**config.mk**
```make
export PLATFORM = sky130hd
export DESIGN_NAME = conv_startup_seq
export DESIGN_NICKNAME = d
export VERILOG_FILES = /design/src/rtl/css_pkg.sv /design/src/rtl/css_clk_watch.sv /design/src/rtl/css_ratio_meter.sv /design/src/rtl/css_sequencer.sv /design/src/rtl/conv_startup_seq.sv
export SDC_FILE = /design/constraint.sdc
export NUM_CORES = 1
export LEC_CHECK = 0
export BUFFER_PORTS_ARGS = -buffer_cell sky130_fd_sc_hd__clkbuf_2
export CAP_MARGIN = 5
export CORE_MARGIN = 2
export CORE_UTILIZATION = 52
export DETAILED_ROUTE_END_ITERATION = 16
export GPL_TIMING_DRIVEN = 0
export PLACE_DENSITY = 0.69
export SKIP_LAST_GASP = 1
export SLEW_MARGIN = 20
export SYNTH_ARGS = -nofsm -noshare
export SYNTH_HDL_FRONTEND = slang
export SYNTH_HIERARCHICAL = 1
export SYNTH_SLANG_ARGS = --single-unit
```
**constraint.sdc**
```tcl
create_clock -name clk -period 3.1 [get_ports clk]
set_input_delay 0.465 -clock clk [delete_from_list [all_inputs] [get_ports clk]]
set_output_delay 0.465 -clock clk [all_outputs]
set_load 0.005 [all_outputs]
```
**src/rtl/css_pkg.sv**
```systemverilog
package css_pkg;

    localparam int CNT_W = 10;

    typedef enum logic [1:0] {
        RATIO_NONE = 2'd0,
        RATIO_256  = 2'd1,
        RATIO_384  = 2'd2,
        RATIO_512  = 2'd3
    } ratio_e;

    typedef enum logic [2:0] {
        ST_OFF,
        ST_WAKE,
        ST_MEAS,
        ST_SETTLE,
        ST_RUN
    } seq_state_e;

    function automatic ratio_e classify_count(input logic [CNT_W-1:0] c, input int tol);
        int v;
        v = int'(c);
        if (v >= 256 - tol && v <= 256 + tol) return RATIO_256;
        if (v >= 384 - tol && v <= 384 + tol) return RATIO_384;
        if (v >= 512 - tol && v <= 512 + tol) return RATIO_512;
        return RATIO_NONE;
    endfunction

endpackage

```
**src/rtl/css_clk_watch.sv**
```systemverilog
module css_clk_watch #(
    parameter int LIMIT  = 64,
    parameter int STAGES = 2
) (
    input  logic clk,
    input  logic rst,
    input  logic async_in,
    output logic rise,
    output logic lost
);
    localparam int CW = $clog2(LIMIT + 1);
    localparam logic [CW-1:0] LIM_V = CW'(LIMIT);

    logic [STAGES-1:0] sync_q;
    logic              prev_q;
    logic [CW-1:0]     idle_q;
    logic              level;

    assign level = sync_q[STAGES-1];

    always_ff @(posedge clk) begin
        if (rst) begin
            sync_q <= '0;
            prev_q <= 1'b0;
            idle_q <= '0;
        end else begin
            sync_q <= {sync_q[STAGES-2:0], async_in};
            prev_q <= level;
            if (level != prev_q)
                idle_q <= '0;
            else if (idle_q != LIM_V)
                idle_q <= idle_q + 1'b1;
        end
    end

    assign rise = level & ~prev_q;
    assign lost = (idle_q == LIM_V);
endmodule

```
**src/rtl/css_ratio_meter.sv**
```systemverilog
module css_ratio_meter
    import css_pkg::*;
#(
    parameter int TOL = 8
) (
    input  logic   clk,
    input  logic   rst,
    input  logic   clear,
    input  logic   m_rise,
    input  logic   w_rise,
    output logic   armed,
    output logic   done,
    output ratio_e code
);
    logic [CNT_W-1:0] cnt_q;
    ratio_e           verdict;

    assign verdict = classify_count(cnt_q, TOL);

    always_ff @(posedge clk) begin
        if (rst || clear) begin
            armed <= 1'b0;
            done  <= 1'b0;
            cnt_q <= '0;
            code  <= RATIO_NONE;
        end else begin
            done <= 1'b0;
            if (w_rise) begin
                armed <= 1'b1;
                cnt_q <= m_rise ? CNT_W'(1) : '0;
                if (armed && verdict != RATIO_NONE) begin
                    done <= 1'b1;
                    code <= verdict;
                end
            end else if (m_rise && cnt_q != '1) begin
                cnt_q <= cnt_q + 1'b1;
            end
        end
    end
endmodule

```
**src/rtl/css_sequencer.sv**
```systemverilog
module css_sequencer
    import css_pkg::*;
#(
    parameter int SETTLE_PERIODS = 11265,
    parameter int WAKE_EDGES     = 127,
    parameter int M_RATIO        = 256
) (
    input  logic   clk,
    input  logic   rst,
    input  logic   strap_master,
    input  logic   m_rise,
    input  logic   w_rise,
    input  logic   m_lost,
    input  logic   w_lost,
    input  logic   meas_armed,
    input  logic   meas_done,
    input  ratio_e meas_code,
    output logic   in_meas,
    output logic   is_slave,
    output logic [1:0] ratio_sel,
    output logic   ref_en,
    output logic   force_en,
    output logic   force_val,
    output logic   run,
    output logic   word_clk_out,
    output logic   word_clk_oe
);
    localparam int SC_W = $clog2(SETTLE_PERIODS + 1);
    localparam int WK_W = $clog2(WAKE_EDGES + 1);
    localparam int GN_W = $clog2(M_RATIO);
    localparam logic [SC_W-1:0] SETTLE_LAST = SC_W'(SETTLE_PERIODS - 1);
    localparam logic [WK_W-1:0] WAKE_LAST   = WK_W'(WAKE_EDGES - 1);
    localparam logic [GN_W-1:0] GEN_LAST    = GN_W'(M_RATIO - 1);
    localparam logic [GN_W-1:0] GEN_HALF    = GN_W'(M_RATIO / 2);

    seq_state_e      st_q;
    logic            slave_q;
    ratio_e          ratio_q;
    logic [WK_W-1:0] wake_q;
    logic [SC_W-1:0] settle_q;
    logic [GN_W-1:0] gen_q;
    logic            gen_on_q;
    logic            w_watch;
    logic            drop;
    logic            tick;

    assign w_watch = (st_q == ST_SETTLE) || (st_q == ST_RUN) ||
                     ((st_q == ST_MEAS) && meas_armed);
    assign drop    = (st_q != ST_OFF) && (m_lost || (slave_q && w_watch && w_lost));
    assign tick    = slave_q ? w_rise : (gen_on_q && m_rise && gen_q == GEN_LAST);

    always_ff @(posedge clk) begin
        if (rst) begin
            st_q     <= ST_OFF;
            slave_q  <= 1'b0;
            ratio_q  <= RATIO_NONE;
            wake_q   <= '0;
            settle_q <= '0;
            gen_q    <= '0;
            gen_on_q <= 1'b0;
        end else if (drop) begin
            st_q     <= ST_OFF;
            slave_q  <= 1'b0;
            ratio_q  <= RATIO_NONE;
            gen_on_q <= 1'b0;
            gen_q    <= '0;
        end else begin
            if (gen_on_q && m_rise)
                gen_q <= (gen_q == GEN_LAST) ? '0 : gen_q + 1'b1;
            unique case (st_q)
                ST_OFF: begin
                    if (m_rise) begin
                        slave_q <= ~strap_master;
                        wake_q  <= '0;
                        if (strap_master) begin
                            ratio_q <= RATIO_256;
                            st_q    <= ST_WAKE;
                        end else begin
                            st_q    <= ST_MEAS;
                        end
                    end
                end
                ST_WAKE: begin
                    if (m_rise) begin
                        if (wake_q == WAKE_LAST) begin
                            gen_on_q <= 1'b1;
                            gen_q    <= '0;
                            settle_q <= '0;
                            st_q     <= ST_SETTLE;
                        end else begin
                            wake_q <= wake_q + 1'b1;
                        end
                    end
                end
                ST_MEAS: begin
                    if (meas_done) begin
                        ratio_q  <= meas_code;
                        settle_q <= '0;
                        st_q     <= ST_SETTLE;
                    end
                end
                ST_SETTLE: begin
                    if (tick) begin
                        if (settle_q == SETTLE_LAST)
                            st_q <= ST_RUN;
                        else
                            settle_q <= settle_q + 1'b1;
                    end
                end
                ST_RUN: ;
                default: st_q <= ST_OFF;
            endcase
        end
    end

    assign in_meas      = (st_q == ST_MEAS);
    assign is_slave     = slave_q;
    assign ratio_sel    = ratio_q;
    assign ref_en       = (st_q == ST_SETTLE) || (st_q == ST_RUN);
    assign force_en     = (st_q == ST_WAKE) || (st_q == ST_MEAS) || (st_q == ST_SETTLE);
    assign force_val    = slave_q;
    assign run          = (st_q == ST_RUN);
    assign word_clk_oe  = gen_on_q;
    assign word_clk_out = gen_on_q && (gen_q < GEN_HALF);
endmodule

```
**src/rtl/conv_startup_seq.sv**
```systemverilog
module conv_startup_seq
    import css_pkg::*;
#(
    parameter int SETTLE_PERIODS = 11265,
    parameter int WAKE_EDGES     = 127,
    parameter int M_RATIO        = 256,
    parameter int MCLK_LOSS      = 64,
    parameter int WCLK_LOSS      = 4096,
    parameter int RATIO_TOL      = 8,
    parameter int SYNC_STAGES    = 2
) (
    input  logic       clk,
    input  logic       rst,
    input  logic       mclk_in,
    input  logic       wclk_in,
    input  logic       strap_master,
    output logic       is_slave,
    output logic [1:0] ratio_sel,
    output logic       ref_en,
    output logic       force_en,
    output logic       force_val,
    output logic       run,
    output logic       word_clk_out,
    output logic       word_clk_oe
);
    localparam int NCLK = 2;

    logic [NCLK-1:0] raw_clk;
    logic [NCLK-1:0] mon_rise;
    logic [NCLK-1:0] mon_lost;
    logic            in_meas;
    logic            meas_armed;
    logic            meas_done;
    ratio_e          meas_code;

    assign raw_clk = {wclk_in, mclk_in};

    for (genvar g = 0; g < NCLK; g++) begin : g_watch
        localparam int LIM = (g == 0) ? MCLK_LOSS : WCLK_LOSS;
        css_clk_watch #(.LIMIT(LIM), .STAGES(SYNC_STAGES)) u_watch (
            .clk      (clk),
            .rst      (rst),
            .async_in (raw_clk[g]),
            .rise     (mon_rise[g]),
            .lost     (mon_lost[g])
        );
    end

    css_ratio_meter #(.TOL(RATIO_TOL)) u_meter (
        .clk    (clk),
        .rst    (rst),
        .clear  (~in_meas),
        .m_rise (mon_rise[0]),
        .w_rise (mon_rise[1]),
        .armed  (meas_armed),
        .done   (meas_done),
        .code   (meas_code)
    );

    css_sequencer #(
        .SETTLE_PERIODS (SETTLE_PERIODS),
        .WAKE_EDGES     (WAKE_EDGES),
        .M_RATIO        (M_RATIO)
    ) u_seq (
        .clk          (clk),
        .rst          (rst),
        .strap_master (strap_master),
        .m_rise       (mon_rise[0]),
        .w_rise       (mon_rise[1]),
        .m_lost       (mon_lost[0]),
        .w_lost       (mon_lost[1]),
        .meas_armed   (meas_armed),
        .meas_done    (meas_done),
        .meas_code    (meas_code),
        .in_meas      (in_meas),
        .is_slave     (is_slave),
        .ratio_sel    (ratio_sel),
        .ref_en       (ref_en),
        .force_en     (force_en),
        .force_val    (force_val),
        .run          (run),
        .word_clk_out (word_clk_out),
        .word_clk_oe  (word_clk_oe)
    );
endmodule

```
==> impl_metrics.py <==
metrics = {
    "timing": {
        "slew_violations": 0,
        "hold_viol": 0,
        "slew_headroom_pct": 57.9,
        "fin_crit_sh_pct": 92.6,
        "fmax_ghz": 0.348,
        "period_needed_ns": 2.87,
        "setup_viol": 0,
        "tightest_slew_ns": 0.626,
        "skew_ns": 0.00804,
        "hold_ws_ns": 0.318,
        "fin_ws_ns": 0.230,
        "setup_tns_ns": 0,
        "grt_setup_unrepaired": "no",
    },
    "die": {
        "die_w_um": 92.8,
        "core_um2": 7690,
        "io_pins": 14,
        "die_y_um": 92.8,
        "start_util_pct": 53.4,
        "die_area_um2": 8620,
        "rows": 32,
    },
    "global_routing": {
        "grt_pass1_wl_mm": 15.5,
        "grt-ovfl-total": 0,
        "antenna_found_initial": 0,
        "grt_pass1_vias": 3486,
        "grt_max_degree": 20,
        "grtUsageTotal_pct": 22.0,
    },
    "worst_setup_path": {
        "r2r-start": "g_watch[1].u_watch/idle_q[0]",
        "rr_endpoint": "u_seq/settle_q[11]",
        "required_ns": 3.36,
        "slowest_delay_ns": 0.48,
        "cp_cell_sequence": "inv_1 -> ha_1 -> nor4b_1 -> and3_1 -> clkbuf_1 -> and2_1 -> a311oi_2 -> o21ai_2 -> or4_1 -> buf_2 -> o41ai_2",
        "cp_max_fo": 10,
        "crit_arrival_ns": 3.13,
        "cp-start-kind": "register",
        "crit_path_end_kind": "register",
        "critPathKind": "reg2reg",
        "regToRegSetupSlack_ns": 0.23,
        "reg2reg_depth": 11,
        "worst_path_max_delay_cell": "or4_1",
    },
    "layout": {
        "final_cell_mix": "dfxtp_1 (76), nand2_1 (50), nor2_1 (32)",
        "area_growth_syn_to_layout_pct": 10.0,
        "layout_commonest_cell": "dfxtp_1",
        "fin_nets": 531,
        "layout.cells.non_filler": 620,
        "n_antenna_cell": 0,
        "drive_gt1_share_pct": 12.2,
    },
    "route": {
        "vias": 3672,
        "post-route-drc-count": 0,
        "post_drt_wl_per_cell_um": 14.5,
        "dr.pass1.iters": 4,
        "routed_wl_mm": 8.98,
        "viasPerCell": 5.92,
        "final_antenna_net_count": 0,
        "drtIter0Drc": 135,
    },
    "run": {
        "max-cap-violations": 0,
    },
    "logic_synthesis": {
        "ys_seq_area_share_pct": 37.1,
        "synth_area_leaders": "dfxtp_1 (37%), nand2_1 (4.6%), ha_1 (4.0%)",
        "synth_top_area_share_pct": 37.1,
        "netlist_area_um2": 4100,
        "synth-seq-cells": 76,
        "ys_warn_count": 6,
        "synth_edf_count": 0,
        "netlist_instances": 489,
        "synth_cell_types": 69,
        "yosys.area.top_type": "dfxtp_1",
        "synth_ff_type": "dfxtp_1",
        "syn_avg_cell_area_um2": 8.39,
        "synth_nets": 507,
        "async_flop_share_pct": 0,
    },
    "clocking": {
        "cts_root_buffer": "clkbuf_8",
        "cts.clk_slew.worst_paths_ns": 0.08,
        "htree_levels": 3,
        "cts_buffer_depth": 2,
        "cts_setup_buffers": 0,
        "clkLatencyLatePin_ns": 0.36,
        "cts.sinks": 76,
        "numCtsBuffers": 9,
        "cts-hold-fix-buffers": 0,
        "cts_tree": "done",
    },
    "power_and_ir_drop": {
        "power.internal_w": 0.00155,
        "power_density_nw_per_um2": 493,
        "total_power_w": 0.00223,
        "clkPwrFrac_pct": 34.4,
        "max-vdd-ir-drop_mv": 0.341,
        "power_leakage_nw": 1.55,
        "power.switching_w": 0.000676,
        "switching_share_pct": 30.4,
        "comb_power_share_pct": 19.6,
        "power_frac_seq_pct": 46.1,
    },
    "placed_design": {
        "port_buffers": 13,
        "placed_cells": 604,
        "pre_cts_slack_ns": 0.138,
        "place_hpwl_mm": 6.33,
        "finalWeightedCongestion": 0.896,
    },
    "min_path": {
        "hold-path-endpoint": "g_watch[1].u_watch/sync_q[0]",
        "hp-class": "in2reg",
        "hold_path_startpoint": "wclk_in",
        "min_path_cells": 2,
    },
    "status": {
        "outcome": "finished, final reports clean",
    },
}
-- final cells by class --
class / count / area, um^2
Fill cell: 743 / 3170
Sequential cell: 76 / 1520
Multi-Input combinational cell: 364 / 2390
Tap cell: 102 / 128
Clock inverter: 6 / 63.8
Clock buffer: 10 / 138
Buffer: 22 / 113
Inverter: 27 / 101
Timing Repair Buffer: 13 / 65.1
-- worst max-delay path by stage --
stage | from | endpoint | cells after the start
after floorplan | g_watch[1].u_watch/idle_q[0] | u_seq/settle_q[11] | 11
after global placement | g_watch[1].u_watch/idle_q[0] | u_seq/settle_q[11] | 11
after detailed placement | g_watch[1].u_watch/idle_q[0] | u_seq/settle_q[11] | 11
after CTS | g_watch[1].u_watch/idle_q[0] | u_seq/settle_q[11] | 11
after global routing | g_watch[1].u_watch/idle_q[0] | u_seq/settle_q[11] | 11
final | g_watch[1].u_watch/idle_q[0] | u_seq/settle_q[11] | 11
-- state kept, by name (all words and copies together), names as in the netlist, 2 cells and up --
signal,count
g_watch.u_watch/idle_q,20
g_watch.u_watch/prev_q,2
g_watch.u_watch/sync_q,4
u_meter/cnt_q,10
u_meter/code,2
u_seq/gen_q,8
u_seq/ratio_sel,2
u_seq/settle_q,14
u_seq/st_q,3
u_seq/wake_q,7
-- cells in the mapped netlist (4+ instances only) --
| master | number |
|---|---|
| o41ai_1 | 5 |
| and2_1 | 4 |
| nor2b_1 | 12 |
| nor4_1 | 7 |
| nor4b_1 | 4 |
| xnor2_1 | 6 |
| o21ai_0 | 12 |
| and4_1 | 5 |
| or3_1 | 8 |
| nor3b_1 | 4 |
| o21a_1 | 4 |
| nor2_1 | 32 |
| a21oi_1 | 23 |
| buf_2 | 6 |
| a211oi_1 | 4 |
| nand3_1 | 27 |
| a31oi_1 | 8 |
| xor2_1 | 10 |
| or4_1 | 10 |
| nor3_1 | 21 |
| o311ai_0 | 9 |
| ha_1 | 13 |
| nand4_1 | 9 |
| inv_1 | 27 |
| clkbuf_1 | 11 |
| nand2_1 | 50 |
| mux2i_1 | 7 |
| o31ai_1 | 8 |
| nand2b_1 | 6 |
| a32o_1 | 5 |
| dfxtp_1 | 76 |
-- routing by layer --
metal / vias up / wire length, um / global-route usage [%]
met3: 15 / 312 / 3.99
met1: 1728 / 4390 / 29.2
met5: - / 0 / 0
li1: 1860 / - / -
met4: 0 / 158 / 9.19
met2: 69 / 4120 / 35.3
-- repair_timing --
action | CTS | global route
resized for setup | 0 | 3
endpoints found under the hold margin | 0 | 0
setup endpoints to repair | 0 | 7
-- through the flow --
step	area, um^2	utilization (%)
2_1_floorplan	4100	-
6_report	4520	58.7
3_3_place_gp	4300	55.9
5_1_grt	4520	58.7
4_1_cts	4500	58.5
3_5_place_dp	4300	55.9
-- worst max-delay path: cells and delay by family, from the launching register on --
family          cells  cell delay, ns
simple gates        4            1.05
compound gates      3            0.68
buf+inv             3            0.44
flops               1            0.39
fa+ha+maj           1            0.20
-- kinds of logic after synthesis --
group           share of synthesized area [%]
xor+xnor                                 3.41
fa+ha+maj                                3.96
buf+inv                                  5.21
flops                                    37.1
mux                                      1.71
simple gates                             29.5
compound gates                           19.1
-- power by group through the flow --
| stage | registers (W) | clock network [W] | logic (W) |
|---|---|---|---|
| final | 0.00103 | 0.000764 | 0.000435 |
| after global routing | 0.00103 | 0.000839 | 0.000490 |
| after CTS | 0.00102 | 0.000788 | 0.000421 |
| after detailed placement | 0.00105 | 0 | 0.000419 |
| after global placement | 0.00105 | 0 | 0.000413 |
| after floorplan | 0.00104 | 0 | 0.000315 |
Note: power is estimated with default switching activity, not from simulation.
